### src/rtl/flash_prot_pkg.sv
package flash_prot_pkg;
  typedef enum logic [2:0] {
    MODE_IDLE  = 3'd0,
    MODE_PROG  = 3'd1,
    MODE_ERASE = 3'd2,
    MODE_PVER  = 3'd3,
    MODE_EVER  = 3'd4
  } fmode_e;

  localparam logic [1:0] ADDR_REQ    = 2'd0;
  localparam logic [1:0] ADDR_BLKSEL = 2'd1;
  localparam logic [1:0] ADDR_LOCK   = 2'd2;
  localparam logic [1:0] ADDR_STAT   = 2'd3;

  localparam int REQ_W     = 4;
  localparam int BIT_PROG  = 0;
  localparam int BIT_ERASE = 1;
  localparam int BIT_PVER  = 2;
  localparam int BIT_EVER  = 3;

  typedef struct packed {
    logic ever;
    logic pver;
    logic erase;
    logic prog;
  } req_t;
endpackage

### src/rtl/flash_prot_regs.sv
module flash_prot_regs
  import flash_prot_pkg::*;
#(
  parameter int NUM_BLOCKS = 8,
  parameter int DATA_W     = 8
) (
  input  logic                  clk_i,
  input  logic                  rst_ni,
  input  logic                  wr_en_i,
  input  logic [1:0]            addr_i,
  input  logic [DATA_W-1:0]     wdata_i,
  input  logic                  erase_active_i,
  input  logic                  err_i,
  output req_t                  req_o,
  output logic [NUM_BLOCKS-1:0] blksel_o,
  output logic                  lock_o,
  output logic                  viol_o,
  output logic [DATA_W-1:0]     rdata_o
);
  req_t                  req_q;
  logic [NUM_BLOCKS-1:0] blksel_q;
  logic                  lock_q;
  logic                  wr_req, wr_blk, wr_lock;

  assign wr_req  = wr_en_i && (addr_i == ADDR_REQ);
  assign wr_blk  = wr_en_i && (addr_i == ADDR_BLKSEL);
  assign wr_lock = wr_en_i && (addr_i == ADDR_LOCK);

  // sequence violations: simultaneous program+erase, or select change mid-erase
  assign viol_o = (wr_req && wdata_i[BIT_PROG] && wdata_i[BIT_ERASE])
               || (wr_blk && erase_active_i);

  always_ff @(posedge clk_i or negedge rst_ni) begin
    if (!rst_ni) begin
      req_q    <= '0;
      blksel_q <= '0;
      lock_q   <= 1'b0;
    end else begin
      if (wr_req)                    req_q    <= req_t'(wdata_i[REQ_W-1:0]);
      if (wr_blk && !erase_active_i) blksel_q <= wdata_i[NUM_BLOCKS-1:0];
      if (wr_lock)                   lock_q   <= wdata_i[0];
    end
  end

  always_comb begin
    rdata_o = '0;
    unique case (addr_i)
      ADDR_REQ:    rdata_o[REQ_W-1:0]      = req_q;
      ADDR_BLKSEL: rdata_o[NUM_BLOCKS-1:0] = blksel_q;
      ADDR_LOCK:   rdata_o[0]              = lock_q;
      ADDR_STAT:   rdata_o[0]              = err_i;
      default:     rdata_o                 = '0;
    endcase
  end

  assign req_o    = req_q;
  assign blksel_o = blksel_q;
  assign lock_o   = lock_q;

  p_blksel_hold_r8: assert property (@(posedge clk_i) disable iff (!rst_ni)
    (wr_blk && erase_active_i) |=> $stable(blksel_q));

  p_retain_r9: assert property (@(posedge clk_i) disable iff (!rst_ni)
    (err_i && !wr_en_i) |=> ($stable(req_q) && $stable(blksel_q)));
endmodule

### src/rtl/flash_prot_err.sv
module flash_prot_err (
  input  logic clk_i,
  input  logic rst_ni,
  input  logic fault_i,
  input  logic pe_active_i,
  input  logic viol_i,
  output logic err_o
);
  logic err_q;

  always_ff @(posedge clk_i or negedge rst_ni) begin
    if (!rst_ni)                                        err_q <= 1'b0;
    else if ((fault_i && pe_active_i) || viol_i)        err_q <= 1'b1;
  end

  assign err_o = err_q;

  p_err_sticky_r11: assert property (@(posedge clk_i) disable iff (!rst_ni)
    err_q |=> err_q);

  p_fault_abort_r7: assert property (@(posedge clk_i) disable iff (!rst_ni)
    (fault_i && pe_active_i) |=> err_q);

  p_viol_err_r8: assert property (@(posedge clk_i) disable iff (!rst_ni)
    viol_i |=> err_q);
endmodule

### src/rtl/flash_prot_mode.sv
module flash_prot_mode
  import flash_prot_pkg::*;
#(
  parameter int NUM_BLOCKS = 8
) (
  input  req_t                  req_i,
  input  logic                  lock_i,
  input  logic                  err_i,
  input  logic [NUM_BLOCKS-1:0] blksel_i,
  output fmode_e                mode_o,
  output logic                  pe_active_o,
  output logic [NUM_BLOCKS-1:0] blk_en_o
);
  logic pe_req, pe_block;

  assign pe_req   = req_i.prog || req_i.erase;
  assign pe_block = lock_i || err_i || (req_i.prog && req_i.erase);

  always_comb begin
    mode_o = MODE_IDLE;
    if (pe_req) begin
      // verify requests are ignored while a program/erase request is pending
      if (!pe_block) mode_o = req_i.prog ? MODE_PROG : MODE_ERASE;
    end else if (req_i.pver) begin
      mode_o = MODE_PVER;
    end else if (req_i.ever) begin
      mode_o = MODE_EVER;
    end
  end

  assign pe_active_o = (mode_o == MODE_PROG) || (mode_o == MODE_ERASE);

  for (genvar b = 0; b < NUM_BLOCKS; b++) begin : g_blk
    assign blk_en_o[b] = blksel_i[b] && (mode_o == MODE_ERASE);
  end
endmodule

### src/rtl/flash_prot_ctrl.sv
module flash_prot_ctrl
  import flash_prot_pkg::*;
#(
  parameter int NUM_BLOCKS = 8,
  parameter int DATA_W     = 8
) (
  input  logic                  clk_i,
  input  logic                  rst_ni,
  input  logic                  wr_en_i,
  input  logic [1:0]            addr_i,
  input  logic [DATA_W-1:0]     wdata_i,
  output logic [DATA_W-1:0]     rdata_o,
  input  logic                  fault_i,
  output logic [2:0]            mode_o,
  output logic [NUM_BLOCKS-1:0] blk_erase_en_o,
  output logic                  err_o
);
  req_t                  req;
  logic [NUM_BLOCKS-1:0] blksel;
  logic                  lock, viol, err, pe_active;
  fmode_e                mode;

  flash_prot_regs #(.NUM_BLOCKS(NUM_BLOCKS), .DATA_W(DATA_W)) u_regs (
    .clk_i          (clk_i),
    .rst_ni         (rst_ni),
    .wr_en_i        (wr_en_i),
    .addr_i         (addr_i),
    .wdata_i        (wdata_i),
    .erase_active_i (mode == MODE_ERASE),
    .err_i          (err),
    .req_o          (req),
    .blksel_o       (blksel),
    .lock_o         (lock),
    .viol_o         (viol),
    .rdata_o        (rdata_o)
  );

  flash_prot_err u_err (
    .clk_i       (clk_i),
    .rst_ni      (rst_ni),
    .fault_i     (fault_i),
    .pe_active_i (pe_active),
    .viol_i      (viol),
    .err_o       (err)
  );

  flash_prot_mode #(.NUM_BLOCKS(NUM_BLOCKS)) u_mode (
    .req_i       (req),
    .lock_i      (lock),
    .err_i       (err),
    .blksel_i    (blksel),
    .mode_o      (mode),
    .pe_active_o (pe_active),
    .blk_en_o    (blk_erase_en_o)
  );

  assign mode_o = mode;
  assign err_o  = err;

  p_lock_block_r3: assert property (@(posedge clk_i) disable iff (!rst_ni)
    lock |-> (mode_o != MODE_PROG && mode_o != MODE_ERASE));

  p_err_block_r10: assert property (@(posedge clk_i) disable iff (!rst_ni)
    err_o |-> (mode_o != MODE_PROG && mode_o != MODE_ERASE));

  p_verify_masked_r12: assert property (@(posedge clk_i) disable iff (!rst_ni)
    (req.prog || req.erase) |-> (mode_o != MODE_PVER && mode_o != MODE_EVER));

  p_erase_gate_r5: assert property (@(posedge clk_i) disable iff (!rst_ni)
    (|blk_erase_en_o) |-> (mode_o == MODE_ERASE));

  p_mode_legal_r2: assert property (@(posedge clk_i) disable iff (!rst_ni)
    mode_o <= 3'd4);
endmodule

### config.mk
export PLATFORM = sky130hd
export DESIGN_NAME = flash_prot_ctrl
export DESIGN_NICKNAME = d
export VERILOG_FILES = /design/src/rtl/flash_prot_pkg.sv /design/src/rtl/flash_prot_regs.sv /design/src/rtl/flash_prot_err.sv /design/src/rtl/flash_prot_mode.sv /design/src/rtl/flash_prot_ctrl.sv
export SDC_FILE = /design/constraint.sdc
export NUM_CORES = 1
export LEC_CHECK = 0
export ABC_CLOCK_PERIOD_IN_PS = 1920
export CAP_MARGIN = 20
export CORE_MARGIN = 1.5
export CORE_UTILIZATION = 30
export CTS_CLUSTER_DIAMETER = 200
export DETAILED_ROUTE_END_ITERATION = 8
export GPL_TIMING_DRIVEN = 0
export PLACE_DENSITY = 0.62
export SYNTH_ARGS = -nofsm -noshare
export SYNTH_HDL_FRONTEND = slang
export SYNTH_HIERARCHICAL = 1
export SYNTH_SLANG_ARGS = --single-unit
### constraint.sdc
create_clock -name clk_i -period 1.92 [get_ports clk_i]
set_clock_uncertainty 0.15 [all_clocks]
set_input_delay 0.192 -clock clk_i [delete_from_list [all_inputs] [get_ports clk_i]]
set_output_delay 0.192 -clock clk_i [all_outputs]
set_load 0.005 [all_outputs]
==> flow_summary.html, run 1 <==
<table>
<tr><th>Metric</th><th>Value</th></tr>
<tr><th colspan="2">Floorplan</th></tr>
<tr><td>Core region area</td><td>2758 um^2</td></tr>
<tr><td>Die boundary height</td><td>around 57 um</td></tr>
<tr><td>Horizontal die dimension</td><td>approximately 57 um</td></tr>
<tr><td>Starting density of the core</td><td>0.3140</td></tr>
<tr><td>Die footprint</td><td>3217 um^2</td></tr>
<tr><td>Std cell rows</td><td>19</td></tr>
<tr><td>I/O pin count</td><td>34</td></tr>
<tr><th colspan="2">Logic synthesis</th></tr>
<tr><td>Syn avg cell area</td><td>12.92 um^2</td></tr>
<tr><td>Async set-reset flop share out of synthesis</td><td>1.000</td></tr>
<tr><td>Seq cells post-synth</td><td>14</td></tr>
<tr><td>Register area share after synthesis</td><td>0.4046</td></tr>
<tr><td>Number of synthesis warnings</td><td>6</td></tr>
<tr><td>Syn_nets</td><td>81</td></tr>
<tr><td>Most common flop cell mapped by yosys</td><td>sky130_fd_sc_hd__dfrtp_1</td></tr>
<tr><td>Number of different library cells in the post-synthesis netlist</td><td>24</td></tr>
<tr><td>EDFF count, synth</td><td>0</td></tr>
<tr><td>Number of instances in the synthesized netlist</td><td>67</td></tr>
<tr><td>Syn Std Cell Area</td><td>865.8 um^2</td></tr>
<tr><th colspan="2">Global routing</th></tr>
<tr><td>Global-route wire length before repair</td><td>about 3.2 mm</td></tr>
<tr><td>Number of global-route vias before repair</td><td>about 700</td></tr>
<tr><td>Initial antenna violation count</td><td>0</td></tr>
<tr><td>Overall global routing resource usage</td><td>0.1328</td></tr>
<tr><td>Pin count of the biggest net entering global routing</td><td>15</td></tr>
<tr><td>Grt total ovfl</td><td>0</td></tr>
<tr><th colspan="2">Worst hold path</th></tr>
<tr><td>Worst hold path class</td><td>in -&gt; async</td></tr>
<tr><th colspan="2">Clocking</th></tr>
<tr><td>Maximum root-to-sink buffer count</td><td>2</td></tr>
<tr><td>H-tree depth</td><td>1</td></tr>
<tr><td>Latest clock arrival within the worst-skew pair</td><td>~280 ps</td></tr>
<tr><td>Clock root buffer master</td><td>sky130_fd_sc_hd__clkbuf_4</td></tr>
<tr><td>TritonCTS clock tree</td><td>done</td></tr>
<tr><td>Clock transition time at the flip-flop clock pins of the worst setup and hold paths</td><td>90 ps</td></tr>
<tr><td>Inserted Clock Buffers</td><td>3</td></tr>
<tr><td>Clock sink total</td><td>14</td></tr>
<tr><td>CTS Hold Buffers Added</td><td>0</td></tr>
<tr><th colspan="2">Pwr</th></tr>
<tr><td>Post-layout power</td><td>1.027 mW</td></tr>
<tr><td>IR Drop Worst-Case VDD</td><td>around 0.00043 V</td></tr>
<tr><td>P per Cell Area</td><td>746.7 nW/um^2</td></tr>
<tr><td>Leak pwr</td><td>between 0.6 and 0.7 nW</td></tr>
<tr><th colspan="2">Setup path</th></tr>
<tr><td>Crit end category</td><td>register</td></tr>
<tr><td>Setup crit start</td><td>u_regs/lock_o</td></tr>
<tr><td>Category of the critical setup timing path</td><td>reg -&gt; reg</td></tr>
<tr><td>Worst Path Required</td><td>1950 ps</td></tr>
<tr><td>Worst path arrival time</td><td>2150 ps</td></tr>
<tr><td>Reg-to-reg critical path startpoint</td><td>u_regs/lock_o</td></tr>
<tr><td>Top fanout value on the critical path</td><td>8</td></tr>
<tr><td>Critical path startpoint category</td><td>register</td></tr>
<tr><th colspan="2">Drt</th></tr>
<tr><td>Average routed wire per standard cell</td><td>14.07 um</td></tr>
<tr><td>Remaining antenna violation count after routing</td><td>0</td></tr>
<tr><td>Vias</td><td>between 600 and 700</td></tr>
<tr><td>Number of design-rule violations left by the first detailed-router iteration</td><td>8</td></tr>
<tr><td>Detailed-router iteration count before antenna repair</td><td>4</td></tr>
<tr><td>Routed wire length</td><td>around 2 mm</td></tr>
<tr><td>Mean number of vias per cell</td><td>roughly 4.6</td></tr>
<tr><td>DR DRC count</td><td>0</td></tr>
<tr><th colspan="2">Timing</th></tr>
<tr><td>Final Setup Violations</td><td>12</td></tr>
<tr><td>Time the worst path needs with I/O delays and setup</td><td>2121 ps</td></tr>
<tr><td>Hold Violations, Final</td><td>0</td></tr>
<tr><td>Final critical-path share of the clock period</td><td>1.105</td></tr>
<tr><td>Actual transition at the worst max-transition pin</td><td>639.1 ps</td></tr>
<tr><td>Slack of the critical path</td><td>-201.0 ps</td></tr>
<tr><td>Fmax</td><td>around 470 MHz</td></tr>
<tr><td>Pins Over Slew Limit</td><td>0</td></tr>
<tr><td>Headroom to the max-slew limit</td><td>0.5726</td></tr>
<tr><td>RSZ-0062 raised after global routing</td><td>true</td></tr>
<tr><td>Worst hold slack across all endpoints</td><td>145.4 ps</td></tr>
<tr><th colspan="2">Placed design</th></tr>
<tr><td>Count of input and output buffers</td><td>31</td></tr>
<tr><td>GP Congestion</td><td>0.7098</td></tr>
<tr><td>Post-DP HPWL</td><td>around 1.4 mm</td></tr>
<tr><td>Cell area after placement</td><td>1234 um^2</td></tr>
<tr><td>Total instance count after detailed placement</td><td>129</td></tr>
<tr><th colspan="2">Final layout</th></tr>
<tr><td>Final non-filler cell total</td><td>144</td></tr>
<tr><td>Antenna diodes</td><td>0</td></tr>
<tr><td>Multi-input logic area</td><td>about 530 um^2</td></tr>
<tr><td>Number of filler cells placed in the layout</td><td>263</td></tr>
<tr><td>Net count, final</td><td>roughly 130</td></tr>
<tr><td>Final standard cell area without fillers</td><td>1375 um^2</td></tr>
<tr><td>Sequential cell area</td><td>approximately 360 um^2</td></tr>
<tr><td>Layout overhead on the synthesized area</td><td>58.82%</td></tr>
<tr><td>Share of layout cells above drive strength 1</td><td>0.4779</td></tr>
<tr><td>Post-route core utilization</td><td>0.4986</td></tr>
<tr><th colspan="2">Status</th></tr>
<tr><td>Outcome</td><td>finished with violations</td></tr>
<tr><td>Failing checks</td><td>setup timing</td></tr>
<tr><th colspan="2">Flow run</th></tr>
<tr><td>Max-capacitance violation count</td><td>0</td></tr>
</table>
-- critical path: stages (launching register included) --
cell	delay, ps
sky130_fd_sc_hd__dfrtp_2	440
sky130_fd_sc_hd__nor4b_4	300
sky130_fd_sc_hd__buf_4	160
sky130_fd_sc_hd__nand2b_4	110
sky130_fd_sc_hd__nor3b_4	190
sky130_fd_sc_hd__and4bb_1	210
sky130_fd_sc_hd__buf_6	150
sky130_fd_sc_hd__mux2_4	290
-- cell type report --
| type | instances | area share |
|---|---|---|
| Timing Repair Buffer | 42 | 0.2766 |
| Tap cell | 31 | 0.02821 |
| Buffer | 3 | 0.02457 |
| Inverter | 1 | 0.002730 |
| Multi-Input combinational cell | 49 | 0.3831 |
| Clock buffer | 4 | 0.02639 |
| Sequential cell | 14 | 0.2584 |
-- through the flow --
stage / setup TNS [ps] / worst slack (ps)
after detailed placement: -5405 / -489.2
after CTS: -1923 / -211.6
final: -1888 / -201.0
after global routing: -2928 / -297.2
after global placement: -5097 / -461.7
after floorplan: -1022 / -127.7
-- logic make-up after synthesis --
group / synth area share
buf+inv: 0.04335
compound gates: 0.02601
mux: 0.2688
simple gates: 0.2471
xor+xnor: 0.01012
flops: 0.4046
-- what timing repair did --
item / CTS / global route
buffers inserted: 7 / 5
pin swaps: 1 / 3
setup endpoints to repair: 21 / 20
gates resized for setup: 34 / 15
-- cells in the mapped netlist (2+ instances only) --
cell type,number,share of area
sky130_fd_sc_hd__nand2b_1,2,0.014
sky130_fd_sc_hd__nand3b_1,2,0.017
sky130_fd_sc_hd__mux2_2,5,0.065
sky130_fd_sc_hd__buf_6,3,0.039
sky130_fd_sc_hd__dfrtp_1,14,0.40
sky130_fd_sc_hd__and2_1,12,0.087
sky130_fd_sc_hd__mux2i_1,3,0.035
sky130_fd_sc_hd__mux2_4,8,0.14
sky130_fd_sc_hd__nor2_1,3,0.013
-- routing by layer --
metal	GRT usage	wire length (um)
met1	0.1657	896
met2	0.2159	1023
met3	0.02995	106
met4	0.06122	0
met5	0	0
-- where the power goes --
group          leakage [nW]  switching, mW  internal (mW)  total [mW]
logic                 0.450          0.104          0.252       0.356
clock network        0.0210          0.102          0.115       0.218
registers             0.159         0.0818          0.371       0.453
total                 0.630          0.288          0.738        1.03
-- layout by cell type (no fill, tap or decap) --
| cell type | instances |
|---|---|
| sky130_fd_sc_hd__clkbuf_2 | 2 |
| sky130_fd_sc_hd__mux2_4 | 8 |
| sky130_fd_sc_hd__nor4b_4 | 2 |
| sky130_fd_sc_hd__dfrtp_1 | 10 |
| sky130_fd_sc_hd__nor2b_1 | 1 |
| sky130_fd_sc_hd__nand2b_4 | 1 |
| sky130_fd_sc_hd__inv_1 | 1 |
| sky130_fd_sc_hd__or3b_4 | 1 |
| sky130_fd_sc_hd__nor2_1 | 3 |
| sky130_fd_sc_hd__xnor2_1 | 1 |
| sky130_fd_sc_hd__mux4_1 | 1 |
| sky130_fd_sc_hd__and2_4 | 4 |
| sky130_fd_sc_hd__o41ai_2 | 1 |
| sky130_fd_sc_hd__nor3_1 | 1 |
| sky130_fd_sc_hd__mux2i_1 | 3 |
| sky130_fd_sc_hd__nor3b_4 | 2 |
| sky130_fd_sc_hd__mux2_2 | 5 |
| sky130_fd_sc_hd__nand2b_1 | 1 |
| sky130_fd_sc_hd__clkbuf_8 | 1 |
| sky130_fd_sc_hd__buf_2 | 2 |
| sky130_fd_sc_hd__a21oi_1 | 1 |
| sky130_fd_sc_hd__and2_1 | 8 |
| sky130_fd_sc_hd__clkbuf_4 | 3 |
| sky130_fd_sc_hd__nand2_1 | 1 |
| sky130_fd_sc_hd__buf_6 | 8 |
| sky130_fd_sc_hd__clkdlybuf4s50_1 | 19 |
| sky130_fd_sc_hd__buf_4 | 10 |
| sky130_fd_sc_hd__and4bb_1 | 1 |
| sky130_fd_sc_hd__dlymetal6s2s_1 | 1 |
| sky130_fd_sc_hd__dfrtp_2 | 4 |
| sky130_fd_sc_hd__dlygate4sd2_1 | 3 |
| sky130_fd_sc_hd__nand3b_1 | 2 |
| sky130_fd_sc_hd__a211o_1 | 1 |
-- sequential cells by signal, indices dropped and copies added (netlist names) --
signal and count:
u_regs/blksel_o 8, u_regs/req_o 4, u_err/err_o 1, u_regs/lock_o 1
-- worst paths after layout --
kind / to / slack [ps] / cells past startpoint
setup / recovery: u_regs/blksel_o[6] / -200 / 7
hold / removal: u_regs/blksel_o[3] / 150 / 1
setup reg to reg: u_regs/blksel_o[6] / -200 / 7
hold reg to reg: u_regs/blksel_o[0] / 390 / 1
max in group asynchronous: u_regs/req_o[1] / 1030 / 1
min in group clk_i: u_regs/lock_o / 150 / 3
Note: power is estimated with default switching activity, not from simulation.
==> inputs of run 2 (changes only) <==
Settings changed: ABC_AREA set to 1.
==> flow_summary.html, run 2 <==
<table>
<tr><th>Metric</th><th>Value</th></tr>
<tr><th colspan="2">Status</th></tr>
<tr><td>Outcome</td><td>finished clean</td></tr>
<tr><th colspan="2">Timing</th></tr>
<tr><td>Fmax</td><td>537.0 MHz (+14%)</td></tr>
<tr><td>Final Setup Violations</td><td>0 (-12)</td></tr>
<tr><td>Time the worst path needs with I/O delays and setup</td><td>1862 ps (-258.6 ps)</td></tr>
<tr><td>Hold Violations, Final</td><td>0 (unchanged)</td></tr>
<tr><td>RSZ-0062 raised after global routing</td><td>false</td></tr>
<tr><td>Worst hold slack across all endpoints</td><td>102.7 ps (-42.70 ps)</td></tr>
<tr><td>Headroom to the max-slew limit</td><td>0.5726 (about the same)</td></tr>
<tr><td>Pins Over Slew Limit</td><td>0 (unchanged)</td></tr>
<tr><td>Final critical-path share of the clock period</td><td>0.9700 (-0.1347)</td></tr>
<tr><td>Actual transition at the worst max-transition pin</td><td>639.0 ps (-0.02491 ps)</td></tr>
<tr><td>Aggregate negative setup slack</td><td>0 ps (+1888 ps)</td></tr>
<tr><th colspan="2">Drt</th></tr>
<tr><td>DR DRC count</td><td>0 (unchanged)</td></tr>
<tr><td>Vias</td><td>911 (+37%)</td></tr>
<tr><td>Number of design-rule violations left by the first detailed-router iteration</td><td>20 (+12)</td></tr>
<tr><td>Detailed-router iteration count before antenna repair</td><td>5 (+1)</td></tr>
<tr><td>Average routed wire per standard cell</td><td>10.79 um (-23%)</td></tr>
<tr><td>Remaining antenna violation count after routing</td><td>0 (unchanged)</td></tr>
<tr><td>Mean number of vias per cell</td><td>4.578 (-0.72%)</td></tr>
<tr><td>Routed wire length</td><td>2.148 mm (+6.0%)</td></tr>
<tr><th colspan="2">Clocking</th></tr>
<tr><td>Clock transition time at the flip-flop clock pins of the worst setup and hold paths</td><td>100 ps (about the same)</td></tr>
<tr><td>Clock sink total</td><td>14 (unchanged)</td></tr>
<tr><td>TritonCTS clock tree</td><td>done</td></tr>
<tr><td>Clock root buffer master</td><td>sky130_fd_sc_hd__clkbuf_4</td></tr>
<tr><td>Latest clock arrival within the worst-skew pair</td><td>290 ps (about the same)</td></tr>
<tr><td>H-tree depth</td><td>1 (unchanged)</td></tr>
<tr><td>Inserted Clock Buffers</td><td>3 (unchanged)</td></tr>
<tr><td>Maximum root-to-sink buffer count</td><td>2 (unchanged)</td></tr>
<tr><th colspan="2">Pwr</th></tr>
<tr><td>Net Sw Frac</td><td>0.3337 (+0.05299)</td></tr>
<tr><td>Clock network fraction of design power</td><td>0.233 (+0.021)</td></tr>
<tr><td>Logic gate share of total power</td><td>0.341 (-0.006)</td></tr>
<tr><td>IR Drop Worst-Case VDD</td><td>0.0004233 V (-1.8%)</td></tr>
<tr><td>Cell Int Power</td><td>0.6408 mW (-13%)</td></tr>
<tr><td>Register share of total power</td><td>0.426 (-0.015)</td></tr>
<tr><td>Leak pwr</td><td>0.7286 nW (+16%)</td></tr>
<tr><td>Switching power total</td><td>0.3210 mW (+11%)</td></tr>
<tr><td>P per Cell Area</td><td>729.3 nW/um^2 (-2.3%)</td></tr>
<tr><th colspan="2">Global routing</th></tr>
<tr><td>Number of global-route vias before repair</td><td>785 (+13%)</td></tr>
<tr><td>Grt total ovfl</td><td>0 (unchanged)</td></tr>
<tr><td>Global-route wire length before repair</td><td>3.387 mm (+4.7%)</td></tr>
<tr><td>Pin count of the biggest net entering global routing</td><td>15 (unchanged)</td></tr>
<tr><td>Overall global routing resource usage</td><td>0.1332 (+0.0003830)</td></tr>
<tr><td>Initial antenna violation count</td><td>0 (unchanged)</td></tr>
<tr><th colspan="2">Floorplan</th></tr>
<tr><td>Std cell rows</td><td>19 (unchanged)</td></tr>
<tr><td>I/O pin count</td><td>34 (unchanged)</td></tr>
<tr><td>Die boundary height</td><td>56.45 um (-0.48%)</td></tr>
<tr><td>Horizontal die dimension</td><td>56.45 um (-0.48%)</td></tr>
<tr><td>Die footprint</td><td>3187 um^2 (-0.95%)</td></tr>
<tr><td>Starting density of the core</td><td>0.3135 (-0.0004733)</td></tr>
<tr><td>Core region area</td><td>2734 um^2 (-0.86%)</td></tr>
<tr><th colspan="2">Logic synthesis</th></tr>
<tr><td>Largest family of logic cells by synthesized area</td><td>simple AND/OR/NAND/NOR gates</td></tr>
<tr><td>EDFF count, synth</td><td>0 (unchanged)</td></tr>
<tr><td>Cell type with the largest total area after synthesis</td><td>sky130_fd_sc_hd__dfrtp_1</td></tr>
<tr><td>Most common library cells after synthesis</td><td>sky130_fd_sc_hd__nand2_1 (43), sky130_fd_sc_hd__inv_1 (15), sky130_fd_sc_hd__dfrtp_1 (14), sky130_fd_sc_hd__nor2_1 (14), sky130_fd_sc_hd__nand4_1 (11)</td></tr>
<tr><td>Seq cells post-synth</td><td>14 (unchanged)</td></tr>
<tr><td>Most common flop cell mapped by yosys</td><td>sky130_fd_sc_hd__dfrtp_1</td></tr>
<tr><td>Dominant cells by area after synthesis</td><td>sky130_fd_sc_hd__dfrtp_1 (41%), sky130_fd_sc_hd__nand2_1 (19%), sky130_fd_sc_hd__nand4_1 (8.0%)</td></tr>
<tr><td>Number of synthesis warnings</td><td>6 (unchanged)</td></tr>
<tr><td>Most frequent cell after synthesis</td><td>sky130_fd_sc_hd__nand2_1</td></tr>
<tr><td>Mux cell area share after synthesis</td><td>0 (-0.2688)</td></tr>
<tr><td>Syn_nets</td><td>138 (+70%)</td></tr>
<tr><td>Simple-gate portion of the synthesized area</td><td>0.4686 (+0.2215)</td></tr>
<tr><td>Syn avg cell area</td><td>6.912 um^2 (-47%)</td></tr>
<tr><td>Yosys top cell area share</td><td>0.4088 (+0.004135)</td></tr>
<tr><td>Syn Std Cell Area</td><td>857.1 um^2 (-1.0%)</td></tr>
<tr><td>Number of instances in the synthesized netlist</td><td>124 (+85%)</td></tr>
<tr><td>Area share of xor/xnor cells in the synthesized design</td><td>0 (-0.01012)</td></tr>
<tr><td>Async set-reset flop share out of synthesis</td><td>1.000 (unchanged)</td></tr>
<tr><td>Number of different library cells in the post-synthesis netlist</td><td>16 (-33%)</td></tr>
<tr><td>Compound-gate portion of the synthesized area</td><td>0.01168 (-0.01433)</td></tr>
<tr><td>Share of synthesized cell area in full adder, half adder and majority cells</td><td>0 (unchanged)</td></tr>
<tr><td>Register area share after synthesis</td><td>0.4088 (+0.004135)</td></tr>
<tr><th colspan="2">Final layout</th></tr>
<tr><td>Max FFs per register</td><td>8 (unchanged)</td></tr>
<tr><td>Commonest non-fill, non-tap cell in the layout</td><td>sky130_fd_sc_hd__nand2_1</td></tr>
<tr><td>Layout overhead on the synthesized area</td><td>53.87%</td></tr>
<tr><td>Net count, final</td><td>183 (+43%)</td></tr>
<tr><td>Most frequent cells in the layout</td><td>sky130_fd_sc_hd__nand2_1 (43), sky130_fd_sc_hd__clkdlybuf4s50_1 (20), sky130_fd_sc_hd__inv_1 (15)</td></tr>
<tr><td>Final standard cell area without fillers</td><td>1319 um^2 (-4.1%)</td></tr>
<tr><td>Antenna diodes</td><td>0 (unchanged)</td></tr>
<tr><td>Share of layout cells above drive strength 1</td><td>0.1667 (-0.3112)</td></tr>
<tr><th colspan="2">Setup path</th></tr>
<tr><td>Crit end category</td><td>output port</td></tr>
<tr><td>Critical path startpoint category</td><td>register</td></tr>
<tr><td>Worst path arrival time</td><td>1520 ps (-630 ps)</td></tr>
<tr><td>Top fanout value on the critical path</td><td>2 (-6)</td></tr>
<tr><td>Category of the critical setup timing path</td><td>reg -&gt; out</td></tr>
<tr><td>Worst Path Required</td><td>1580 ps (-370 ps)</td></tr>
<tr><th colspan="2">Placed design</th></tr>
<tr><td>Cell area after placement</td><td>1216 um^2 (-1.4%)</td></tr>
<tr><td>Count of input and output buffers</td><td>32 (+3.2%)</td></tr>
<tr><td>Post-DP HPWL</td><td>1.613 mm (+13%)</td></tr>
<tr><td>GP Congestion</td><td>0.8468 (+19%)</td></tr>
<tr><th colspan="2">Flow run</th></tr>
<tr><td>Max-capacitance violation count</td><td>0 (unchanged)</td></tr>
<tr><th colspan="2">Worst hold path</th></tr>
<tr><td>Worst hold path class</td><td>in -&gt; reg</td></tr>
</table>
-- run 2: critical path: stages (launching register included) --
cell                              delay [ps]
sky130_fd_sc_hd__dfrtp_1                 420
sky130_fd_sc_hd__nor2_4                  150
sky130_fd_sc_hd__nand2_1                  90
sky130_fd_sc_hd__nand2_1                  80
sky130_fd_sc_hd__clkdlybuf4s50_1         500
-- run 2: final cells by class --
type                            instances  area, um^2
Fill cell                             273        1415
Multi-Input combinational cell         87       419.2
Timing Repair Buffer                   40       375.4
Sequential cell                        14       350.3
Inverter                               20       78.83
Tap cell                               31       38.79
Clock buffer                            4       36.28
Buffer                                  3       20.02
-- run 2: kinds of logic after synthesis --
group           after synthesis
buf+inv                      23
compound gates                2
simple gates                 85
flops                        14
-- run 2: power by group through the flow --
stage          logic, mW  clock network (mW)  registers [mW]
2_1_floorplan      0.157                   0           0.408
3_3_place_gp       0.284                   0           0.419
3_5_place_dp       0.287                   0           0.420
4_1_cts            0.301               0.227           0.413
5_1_grt            0.365               0.239           0.418
6_report           0.328               0.224           0.410
-- run 2: metal layers --
layer	global-route usage	routed length (um)
met2	0.2243	1010
met1	0.1700	992
met4	0.03061	17
met3	0.03456	128
met5	0	0
-- run 2: final timing paths --
| kind | end | cells past startpoint | from | slack [ps] |
|---|---|---|---|---|
| setup / recovery | mode_o[0] | 4 | u_err/err_o | 60 |
| hold / removal | u_regs/blksel_o[6] | 3 | wr_en_i | 100 |
| setup reg to reg | u_regs/blksel_o[7] | 11 | u_regs/req_o[0] | 160 |
| hold reg to reg | u_regs/blksel_o[5] | 2 | u_regs/blksel_o[5] | 350 |
| max in group asynchronous | u_regs/blksel_o[2] | 1 | rst_ni | 1070 |
| min in group asynchronous | u_regs/req_o[1] | 1 | rst_ni | 140 |
-- run 2: metrics by stage --
stage | worst slack (ps) | util | power (mW) | std cells
2_1_floorplan | 260.3 | - | 0.5644 | 124
3_3_place_gp | -236.4 | 0.4449 | 0.7025 | 187
3_5_place_dp | -235.2 | 0.4449 | 0.7076 | 187
4_1_cts | -32.28 | 0.4632 | 0.9418 | 194
5_1_grt | 0.3596 | 0.4824 | 1.023 | 199
6_report | 57.63 | 0.4824 | 0.9618 | 199
-- run 2: timing repair --
action | in CTS | in global routing
setup buffers | 3 | 5
pin swaps | 1 | 2
cloned | 0 | 0
gates resized for setup | 10 | 9
setup endpoints to repair | 27 | 15
hold buffers | 0 | 0
==> inputs of run 3 (changes only) <==
Settings changed: CELL_PAD_IN_SITES_DETAIL_PLACEMENT set to 1, CELL_PAD_IN_SITES_GLOBAL_PLACEMENT set to 1, CORE_UTILIZATION 30 to 26, CTS_CLUSTER_SIZE set to 12, PLACE_DENSITY 0.62 to 0.75, RECOVER_POWER set to 100.
==> flow_summary.html, run 3 (synthesis results as in run 2) <==
<table>
<tr><th>Metric</th><th>Value</th></tr>
<tr><th colspan="2">Drt</th></tr>
<tr><td>DR DRC count</td><td>0 (unchanged)</td></tr>
<tr><td>Routed wire length</td><td>2.665 mm (+24%)</td></tr>
<tr><td>Detailed-router iteration count before antenna repair</td><td>4 (-1)</td></tr>
<tr><td>Mean number of vias per cell</td><td>4.551 (-0.58%)</td></tr>
<tr><td>Vias</td><td>974 (+6.9%)</td></tr>
<tr><td>Remaining antenna violation count after routing</td><td>0 (unchanged)</td></tr>
<tr><td>Number of design-rule violations left by the first detailed-router iteration</td><td>29 (+45%)</td></tr>
<tr><td>Average routed wire per standard cell</td><td>12.45 um (+15%)</td></tr>
<tr><th colspan="2">Pwr</th></tr>
<tr><td>IR Drop Worst-Case VDD</td><td>0.0002533 V (-40%)</td></tr>
<tr><td>Register share of total power</td><td>0.429 (+0.003)</td></tr>
<tr><td>Leak pwr</td><td>0.7263 nW (-0.33%)</td></tr>
<tr><td>P per Cell Area</td><td>719.2 nW/um^2 (-1.4%)</td></tr>
<tr><td>Switching power total</td><td>0.3317 mW (+3.3%)</td></tr>
<tr><td>Net Sw Frac</td><td>0.3435 (+0.009742)</td></tr>
<tr><td>Cell Int Power</td><td>0.6339 mW (-1.1%)</td></tr>
<tr><td>Clock network fraction of design power</td><td>0.229 (-0.004)</td></tr>
<tr><td>Logic gate share of total power</td><td>0.342 (about the same)</td></tr>
<tr><th colspan="2">Final layout</th></tr>
<tr><td>Final non-filler cell total</td><td>214 (+7.5%)</td></tr>
<tr><td>Number of filler cells placed in the layout</td><td>430 (+58%)</td></tr>
<tr><td>Share of layout cells above drive strength 1</td><td>0.1706 (+0.003922)</td></tr>
<tr><td>Layout overhead on the synthesized area</td><td>56.64%</td></tr>
<tr><td>Commonest non-fill, non-tap cell in the layout</td><td>sky130_fd_sc_hd__nand2_1</td></tr>
<tr><td>Most frequent cells in the layout</td><td>sky130_fd_sc_hd__nand2_1 (43), sky130_fd_sc_hd__inv_1 (15), sky130_fd_sc_hd__clkdlybuf4s50_1 (14), sky130_fd_sc_hd__dfrtp_1 (14), sky130_fd_sc_hd__nor2_1 (13)</td></tr>
<tr><td>Max FFs per register</td><td>8 (unchanged)</td></tr>
<tr><td>Antenna diodes</td><td>0 (unchanged)</td></tr>
<tr><td>Final standard cell area without fillers</td><td>1343 um^2 (+1.8%)</td></tr>
<tr><td>Net count, final</td><td>185 (+1.1%)</td></tr>
<tr><th colspan="2">Timing</th></tr>
<tr><td>Final critical-path share of the clock period</td><td>0.9516 (-0.01835)</td></tr>
<tr><td>Final Setup Violations</td><td>0 (unchanged)</td></tr>
<tr><td>Headroom to the max-slew limit</td><td>0.5562 (-0.01647)</td></tr>
<tr><td>Worst hold slack across all endpoints</td><td>139.2 ps (+36.49 ps)</td></tr>
<tr><td>Pins Over Slew Limit</td><td>0 (unchanged)</td></tr>
<tr><td>Time the worst path needs with I/O delays and setup</td><td>1827 ps (-35.24 ps)</td></tr>
<tr><td>RSZ-0062 raised after global routing</td><td>false</td></tr>
<tr><td>Fmax</td><td>547.3 MHz (+1.9%)</td></tr>
<tr><td>Aggregate negative setup slack</td><td>0 ps (unchanged)</td></tr>
<tr><td>Actual transition at the worst max-transition pin</td><td>663.6 ps (+24.52 ps)</td></tr>
<tr><td>Hold Violations, Final</td><td>0 (unchanged)</td></tr>
<tr><th colspan="2">Floorplan</th></tr>
<tr><td>Die boundary height</td><td>60.42 um (+7.0%)</td></tr>
<tr><td>Core region area</td><td>3103 um^2 (+14%)</td></tr>
<tr><td>I/O pin count</td><td>34 (unchanged)</td></tr>
<tr><td>Starting density of the core</td><td>0.2762 (-0.03729)</td></tr>
<tr><td>Std cell rows</td><td>20 (+1)</td></tr>
<tr><td>Horizontal die dimension</td><td>60.42 um (+7.0%)</td></tr>
<tr><td>Die footprint</td><td>3650 um^2 (+15%)</td></tr>
<tr><th colspan="2">Clocking</th></tr>
<tr><td>CTS Hold Buffers Added</td><td>0 (unchanged)</td></tr>
<tr><td>Clock transition time at the flip-flop clock pins of the worst setup and hold paths</td><td>90 ps (about the same)</td></tr>
<tr><td>H-tree depth</td><td>1 (unchanged)</td></tr>
<tr><td>Inserted Clock Buffers</td><td>3 (unchanged)</td></tr>
<tr><td>TritonCTS clock tree</td><td>done</td></tr>
<tr><td>Latest clock arrival within the worst-skew pair</td><td>280 ps (about the same)</td></tr>
<tr><td>Clock sink total</td><td>14 (unchanged)</td></tr>
<tr><td>Clock root buffer master</td><td>sky130_fd_sc_hd__clkbuf_4</td></tr>
<tr><td>Maximum root-to-sink buffer count</td><td>2 (unchanged)</td></tr>
<tr><th colspan="2">Placed design</th></tr>
<tr><td>Post-DP HPWL</td><td>1.945 mm (+21%)</td></tr>
<tr><td>GP Congestion</td><td>0.7940 (-6.2%)</td></tr>
<tr><td>Total instance count after detailed placement</td><td>200 (+7.0%)</td></tr>
<tr><td>Count of input and output buffers</td><td>32 (unchanged)</td></tr>
<tr><td>Cell area after placement</td><td>1232 um^2 (+1.3%)</td></tr>
<tr><th colspan="2">Status</th></tr>
<tr><td>Outcome</td><td>finished clean</td></tr>
<tr><th colspan="2">Flow run</th></tr>
<tr><td>Max-capacitance violation count</td><td>0 (unchanged)</td></tr>
<tr><th colspan="2">Worst hold path</th></tr>
<tr><td>Worst hold path class</td><td>in -&gt; reg</td></tr>
<tr><th colspan="2">Global routing</th></tr>
<tr><td>Overall global routing resource usage</td><td>0.1575 (+0.02435)</td></tr>
<tr><td>Initial antenna violation count</td><td>0 (unchanged)</td></tr>
<tr><td>Pin count of the biggest net entering global routing</td><td>15 (unchanged)</td></tr>
<tr><td>Grt total ovfl</td><td>0 (unchanged)</td></tr>
<tr><td>Number of global-route vias before repair</td><td>960 (+22%)</td></tr>
<tr><td>Global-route wire length before repair</td><td>4.250 mm (+25%)</td></tr>
<tr><th colspan="2">Setup path</th></tr>
<tr><td>Critical path startpoint category</td><td>input pin</td></tr>
<tr><td>Worst Path Required</td><td>1580 ps (about the same)</td></tr>
<tr><td>Top fanout value on the critical path</td><td>10 (+8)</td></tr>
<tr><td>Crit end category</td><td>output port</td></tr>
<tr><td>Category of the critical setup timing path</td><td>in -&gt; out</td></tr>
<tr><td>Worst path arrival time</td><td>1490 ps (-30 ps)</td></tr>
</table>
## run 3: cell count changes in the layout (fill, tap and decap cells not counted), sizes merged
| cell | delta |
|---|---|
| clkdlybuf4s50 | -6 |
| clkdlybuf4s25 | +4 |
| dlygate4sd3 | +4 |
| clkdlybuf4s15 | -2 |
| clkbuf | +2 |
| dlymetal6s2s | -1 |
| dlygate4sd2 | +1 |
## run 3: worst max-delay path, stage by stage
cell                              delay (ps)
sky130_fd_sc_hd__dlygate4sd2_1           340
sky130_fd_sc_hd__nor2_4                  180
sky130_fd_sc_hd__buf_6                   160
sky130_fd_sc_hd__nand2_1                  60
sky130_fd_sc_hd__nand2_1                  60
sky130_fd_sc_hd__clkdlybuf4s50_1         500
## run 3: final timing paths
path | from | end | slack (ps) | depth (start not counted)
max reg2reg | u_regs/req_o[0] | u_regs/blksel_o[6] | 210 | 12
max | addr_i[1] | rdata_o[1] | 90 | 6
max in group asynchronous | rst_ni | u_regs/blksel_o[5] | 970 | 1
min in group asynchronous | rst_ni | u_regs/lock_o | 230 | 1
min reg2reg | u_regs/blksel_o[4] | u_regs/blksel_o[4] | 360 | 2
min | wr_en_i | u_regs/blksel_o[5] | 140 | 3
## run 3: timing repair
item                       CTS  global route
resized for setup           10            11
setup endpoints to repair   27            17
pin swaps                    1             3
setup buffers                5             5
## run 3: cell type report
type,count,area [um^2],share of cell area
inverters,20,78.83,0.05871
multi-input cells,87,419.2,0.3122
flip-flops and latches,14,350.3,0.2610
well taps,44,55.05,0.04101
clock buffers,4,36.28,0.02703
repair buffers,42,382.9,0.2852
plain buffers,3,20.02,0.01491
## run 3: through the flow
step / util / setup WS, ps / power, mW
after floorplan: - / 260.3 / 0.5644
after global placement: 0.3972 / -232.2 / 0.7060
after detailed placement: 0.3972 / -266.1 / 0.7188
after CTS: 0.4194 / -23.59 / 0.9604
after global routing: 0.4327 / 3.389 / 1.030
final: 0.4327 / 92.87 / 0.9656
## run 3: power groups by stage
| stage | clock [mW] | sequential [mW] | combinational (mW) |
|---|---|---|---|
| final | 0.221 | 0.415 | 0.330 |
| after global routing | 0.232 | 0.426 | 0.373 |
| after CTS | 0.227 | 0.415 | 0.319 |
| after detailed placement | 0 | 0.423 | 0.296 |
| after global placement | 0 | 0.420 | 0.286 |
| after floorplan | 0 | 0.408 | 0.157 |
## run 3: per-layer routing
metal | up-vias | global-route usage | wire length [um]
met5 | - | 0 | 0
met4 | 0 | 0.06522 | 27
met3 | 2 | 0.01493 | 143
met2 | 33 | 0.2780 | 1317
met1 | 460 | 0.1974 | 1177
li1 | 479 | - | -
